==> config.mk <==
export PLATFORM = sky130hd
export DESIGN_NAME = hzfw_unit
export DESIGN_NICKNAME = d
export VERILOG_FILES = /design/src/rtl/hzfw_pkg.sv /design/src/rtl/hzfw_cmp.sv /design/src/rtl/hzfw_prio.sv /design/src/rtl/hzfw_ctl.sv /design/src/rtl/hzfw_unit.sv
export SDC_FILE = /design/constraint.sdc
export NUM_CORES = 1
export LEC_CHECK = 0
export BUFFER_PORTS_ARGS = -buffer_cell sky130_fd_sc_hd__buf_4
export CAP_MARGIN = 20
export CORE_UTILIZATION = 30
export CTS_CLUSTER_DIAMETER = 30
export DETAILED_ROUTE_END_ITERATION = 8
export GPL_ROUTABILITY_DRIVEN = 1
export MAX_ROUTING_LAYER = met4
export PLACE_DENSITY = 0.72
export SETUP_SLACK_MARGIN = 0.05
export SLEW_MARGIN = 10
export SYNTH_ARGS = -nofsm -noshare
export SYNTH_HDL_FRONTEND = slang
export SYNTH_SLANG_ARGS = --single-unit
==> constraint.sdc <==
create_clock -name clk -period 1.9 [get_ports clk]
set_input_delay 0.19 -clock clk [delete_from_list [all_inputs] [get_ports clk]]
set_output_delay 0.19 -clock clk [all_outputs]
set_load 0.01 [all_outputs]
==> src/rtl/hzfw_pkg.sv <==
package hzfw_pkg;

   localparam int CLS_W = 3;

   typedef enum logic [CLS_W-1:0] {
      OP_NOP  = 3'd0,
      OP_ADD  = 3'd1,
      OP_NAND = 3'd2,
      OP_LW   = 3'd3,
      OP_SW   = 3'd4,
      OP_BEQ  = 3'd5
   } op_cls_e;

   function automatic logic writes_reg(input logic [CLS_W-1:0] c);
      return (c == OP_ADD) || (c == OP_NAND) || (c == OP_LW);
   endfunction

   function automatic logic is_load(input logic [CLS_W-1:0] c);
      return (c == OP_LW);
   endfunction

   function automatic logic reads_a(input logic [CLS_W-1:0] c);
      return (c == OP_ADD) || (c == OP_NAND) || (c == OP_LW) ||
             (c == OP_SW)  || (c == OP_BEQ);
   endfunction

   function automatic logic reads_b(input logic [CLS_W-1:0] c);
      return (c == OP_ADD) || (c == OP_NAND) ||
             (c == OP_SW)  || (c == OP_BEQ);
   endfunction

endpackage

==> src/rtl/hzfw_cmp.sv <==
// Compares one source specifier against every older producer slot.
module hzfw_cmp #(
   parameter int REG_W = 3,
   parameter int DEPTH = 4
) (
   input  logic [REG_W-1:0]            src,
   input  logic                        src_used,
   input  logic [DEPTH-1:0]            prod_wr,
   input  logic [DEPTH-1:0][REG_W-1:0] prod_dst,
   output logic [DEPTH-1:0]            hit
);

   for (genvar i = 0; i < DEPTH; i++) begin : g_slot
      assign hit[i] = src_used && prod_wr[i] && (prod_dst[i] == src);
   end

endmodule

==> src/rtl/hzfw_prio.sv <==
// Picks the youngest matching slot; slot i encodes as i+1, none as 0.
module hzfw_prio #(
   parameter int DEPTH = 4,
   parameter int SEL_W = 3
) (
   input  logic [DEPTH-1:0] hit,
   output logic [SEL_W-1:0] sel
);

   always_comb begin
      sel = '0;
      for (int d = DEPTH - 1; d >= 0; d--) begin
         if (hit[d]) sel = SEL_W'(d + 1);
      end
   end

endmodule

==> src/rtl/hzfw_ctl.sv <==
// Decides whether decode waits, under either policy.
module hzfw_ctl #(
   parameter int DEPTH    = 4,
   parameter int LOAD_GAP = 1
) (
   input  logic             fwd_en,
   input  logic [DEPTH-1:0] hit_a,
   input  logic [DEPTH-1:0] hit_b,
   input  logic [DEPTH-1:0] prod_ld,
   output logic             stall
);

   logic [DEPTH-1:0] late_mask;
   logic [DEPTH-1:0] hit_any;
   logic             wait_load;
   logic             wait_any;

   // Slots closer than LOAD_GAP cannot yet supply a loaded value.
   for (genvar i = 0; i < DEPTH; i++) begin : g_mask
      if (i < LOAD_GAP) begin : g_late
         assign late_mask[i] = 1'b1;
      end else begin : g_ready
         assign late_mask[i] = 1'b0;
      end
   end

   assign hit_any   = hit_a | hit_b;
   assign wait_load = |(hit_any & prod_ld & late_mask);
   assign wait_any  = |hit_any;
   assign stall     = fwd_en ? wait_load : wait_any;

endmodule

==> src/rtl/hzfw_unit.sv <==
module hzfw_unit #(
   parameter int REG_W    = 3,
   parameter int DEPTH    = 4,
   parameter int LOAD_GAP = 1,
   localparam int CLS_W   = hzfw_pkg::CLS_W,
   localparam int SEL_W   = $clog2(DEPTH + 1)
) (
   input  logic                        clk,
   input  logic                        rst_n,
   input  logic                        fwd_en,
   input  logic [CLS_W-1:0]            dec_cls,
   input  logic [REG_W-1:0]            dec_src_a,
   input  logic [REG_W-1:0]            dec_src_b,
   input  logic [DEPTH-1:0][CLS_W-1:0] prod_cls,
   input  logic [DEPTH-1:0][REG_W-1:0] prod_dst,
   output logic                        stall,
   output logic                        pc_en,
   output logic                        ifid_en,
   output logic                        ex_bubble,
   output logic                        interlock_mode,
   output logic [SEL_W-1:0]            fwd_sel_a,
   output logic [SEL_W-1:0]            fwd_sel_b
);

   if (REG_W < 1) begin : g_bad_regw
      $error("hzfw_unit: REG_W must be at least 1");
   end
   if (DEPTH < 2) begin : g_bad_depth
      $error("hzfw_unit: DEPTH must be at least 2");
   end
   if (LOAD_GAP < 0 || LOAD_GAP >= DEPTH) begin : g_bad_gap
      $error("hzfw_unit: LOAD_GAP must lie in 0..DEPTH-1");
   end

   logic [DEPTH-1:0] prod_wr;
   logic [DEPTH-1:0] prod_ld;

   for (genvar i = 0; i < DEPTH; i++) begin : g_decode
      assign prod_wr[i] = hzfw_pkg::writes_reg(prod_cls[i]);
      assign prod_ld[i] = hzfw_pkg::is_load(prod_cls[i]);
   end

   logic             use_a, use_b;
   logic [DEPTH-1:0] hit_a, hit_b;
   logic [SEL_W-1:0] pick_a, pick_b;
   logic             stall_w;

   assign use_a = hzfw_pkg::reads_a(dec_cls);
   assign use_b = hzfw_pkg::reads_b(dec_cls);

   hzfw_cmp #(.REG_W(REG_W), .DEPTH(DEPTH)) u_cmp_a (
      .src(dec_src_a), .src_used(use_a), .prod_wr(prod_wr),
      .prod_dst(prod_dst), .hit(hit_a));

   hzfw_cmp #(.REG_W(REG_W), .DEPTH(DEPTH)) u_cmp_b (
      .src(dec_src_b), .src_used(use_b), .prod_wr(prod_wr),
      .prod_dst(prod_dst), .hit(hit_b));

   hzfw_prio #(.DEPTH(DEPTH), .SEL_W(SEL_W)) u_prio_a (
      .hit(hit_a), .sel(pick_a));

   hzfw_prio #(.DEPTH(DEPTH), .SEL_W(SEL_W)) u_prio_b (
      .hit(hit_b), .sel(pick_b));

   hzfw_ctl #(.DEPTH(DEPTH), .LOAD_GAP(LOAD_GAP)) u_ctl (
      .fwd_en(fwd_en), .hit_a(hit_a), .hit_b(hit_b),
      .prod_ld(prod_ld), .stall(stall_w));

   assign stall          = stall_w;
   assign pc_en          = !stall_w;
   assign ifid_en        = !stall_w;
   assign ex_bubble      = stall_w;
   assign interlock_mode = !fwd_en;

   logic             take;
   logic [SEL_W-1:0] sel_a_q, sel_b_q;

   assign take = fwd_en && !stall_w;

   always_ff @(posedge clk) begin
      if (!rst_n) begin
         sel_a_q <= '0;
         sel_b_q <= '0;
      end else begin
         sel_a_q <= take ? pick_a : '0;
         sel_b_q <= take ? pick_b : '0;
      end
   end

   assign fwd_sel_a = sel_a_q;
   assign fwd_sel_b = sel_b_q;

endmodule

==> impl_results.md <==
* Outcome: finished, final reports clean
* Initial antenna violation count at 0
* Commonest non-fill, non-tap cell in the layout: buf_4
* Peak Freq at between 500 and 600 MHz
* Per-cell routed wire length at 12.6 um
* CP endpoint kind: output port
* RSZ-0062 raised after global routing: true
* Synthesized area at between 600 and 700 um^2
* Design area at 0.00119 mm^2
* DRC violations left at 0
* Via count at 743
* Final WL at 1910 um
* ANT nets after route at 0
* H-tree levels at 1
* Avg Inst Size Synth at 8.90 um^2
* Clk sinks at 6
* Net Sw Power at ~0.14 mW
* Hold Vio Cnt, Final at 0
* Final Max Tran Viols at 0
* Gr ovfl total at 0
* Count of different cell masters after synthesis at 27
* CTS Buf Count at 3
* Row count at 16
* Largest net degree at the start of global routing at 7
* Fillers at 192
* Final HPWL DP at 1510 um
* Share of cells above drive strength 1 at 59.2%
* CP Class: in2out
* Clk slew on worst S/H paths at 40 ps
* P&R area growth vs syn at 83.8%
* Clock Power Share at 23.5%
* Period Utilization, post-route at 97.2%
* P_leak at between 0.5 and 0.6 nW
* Min Tclk post-route at between 1500 and 2000 ps
* Syn nets at 109
* Ys Warns at 0
* Critical path arrival at 1660 ps
* Post-synthesis sequential area ratio at 18.5%
* Worst rel slew slack at 71.3%
* CP required at 1710 ps
* CTS root buf: clkbuf_4
* Final GP Congestion at about 0.80
* Starting Density at approximately 32%
* Initial detailed-routing violation count at 7
* DR vias/cell at slightly below 5
* Startpoint Class: primary input
* Final core utilization at about 60%
* CTS tree: yes
* Slew @ Worst Pin at 427 ps
* Core ar. at about 0.0020 mm^2
* Tot GR Track Use at 16.8%
* Total of max-cap violations at 0
* Post-Layout Cell Count at 152
* Full die area at 0.00235 mm^2
* First-pass GRT wire length at 3090 um
* Vias in the first global route at ~740
* Ant. Diodes at 0
* PwrDens at 392 mW/mm^2
* Sw Ratio at 30.0%
* Cells after Synth at 73
* Placed Area at around 0.0010 mm^2
* Logic gate share of total power at between 40% and 50%
* I/O pins at 47
* Hold-fix buffers at CTS at 0
* Cell total after placement at 147
* Die Span Y at 48.5 um
* First-pass DRT Iterations at 4
* Die width at 48.5 um
* Hold crit path type: in2reg
* Clock Tree Buf Depth at 2
* Crit-path max FO at 4
* Internal power at ~0.33 mW
* Port bufs at 46
* Seq pwr share at about 28%
* Synth Register Bits at 6
* Nets@finish at 163
* Setup-failing EPs final at 0
* Peak supply drop at between 0.2 and 0.25 mV
* Most frequent cells in the layout: buf_4, xor2_1, dfxtp_1
worst paths after layout:
check	startpoint	to	slack [ps]	cells past startpoint
max	dec_src_a[0]	ifid_en	50	8
min	rst_n	fwd_sel_b[1]	260	3
routing by layer:
layer	GRT usage (%)	wire [um]
met4	5.88	21
met3	1.57	77
met5	-	0
met1	18.8	726
met2	31.0	1090
registers in the layout (all words and copies together), names as in the netlist:
signal and count:
fwd_sel_b 3, fwd_sel_a 3
area by class of cell:
class                           instances  area, um^2  area share (%)
Multi-Input combinational cell         64         604            50.6
Clock buffer                            3        22.5            1.89
Tap cell                               27        33.8            2.83
Timing Repair Buffer                   51         409            34.3
Inverter                                1        3.75           0.314
Sequential cell                         6         120            10.1
power groups by stage:
| stage | combinational [mW] | sequential (mW) | clock (mW) |
|---|---|---|---|
| finish | 0.229 | 0.128 | 0.110 |
| global route | 0.246 | 0.128 | 0.122 |
| CTS | 0.208 | 0.128 | 0.115 |
| detailed placement | 0.194 | 0.131 | 0 |
| global placement | 0.189 | 0.131 | 0 |
| floorplan | 0.0893 | 0.132 | 0 |
cells by family after synthesis:
kind of cell | count (synthesis) | share of synthesized area, %
DFF | 6 | 18.5
AOI/OAI and AO/OA | 13 | 18.7
buffers and inverters | 3 | 2.89
xor gates and xnor gates | 24 | 32.4
and+or+nand+nor | 27 | 27.6
repair_timing:
item	CTS	global route
setup endpoints to repair	4	4
endpoints found under the hold margin	0	0
resized for setup	8	15
pin swaps	5	9
buffers inserted	1	1
per-stage QoR:
| stage | setup WS (ps) | setup TNS [ps] | power (mW) | hold WS [ps] |
|---|---|---|---|---|
| after CTS | 50.2 | 0 | 0.451 | 249 |
| after global routing | 20.5 | 0 | 0.497 | 266 |
| after detailed placement | -37.2 | -102 | 0.324 | 504 |
| final | 52.5 | 0 | 0.468 | 260 |
| after floorplan | 69.5 | 0 | 0.221 | 352 |
| after global placement | 0.801 | 0 | 0.320 | 503 |
worst max-delay path, cell delays in order:
cell    delay [ps]
buf_6          110
xor2_2         170
nor3_2         180
and3_4         240
nor2_8          50
o31a_4         330
a41o_4         260
buf_6          120
cells in the mapped netlist (all sizes together):
library cell | n | area [um^2]
o21bai | 3 | 22.5
o31a | 1 | 10.0
or3 | 1 | 6.26
a41oi | 2 | 17.5
nand3 | 1 | 5.00
a41o | 1 | 11.3
nand2b | 1 | 6.26
or4 | 1 | 7.51
dfxtp | 6 | 120
nor2 | 6 | 38.8
o311ai | 1 | 26.3
and2 | 1 | 8.76
nand2 | 3 | 11.3
nand4 | 1 | 6.26
xor2 | 20 | 175
a21boi | 1 | 7.51
nor4bb | 1 | 16.3
o21ba | 1 | 10.0
inv | 1 | 3.75
xnor2 | 4 | 35.0
nor3 | 5 | 25.0
a31oi | 1 | 6.26
o21ai | 2 | 10.0
and3 | 2 | 22.5
buf | 2 | 15.0
nor4 | 4 | 25.0
(Power assumes the default switching activity.)
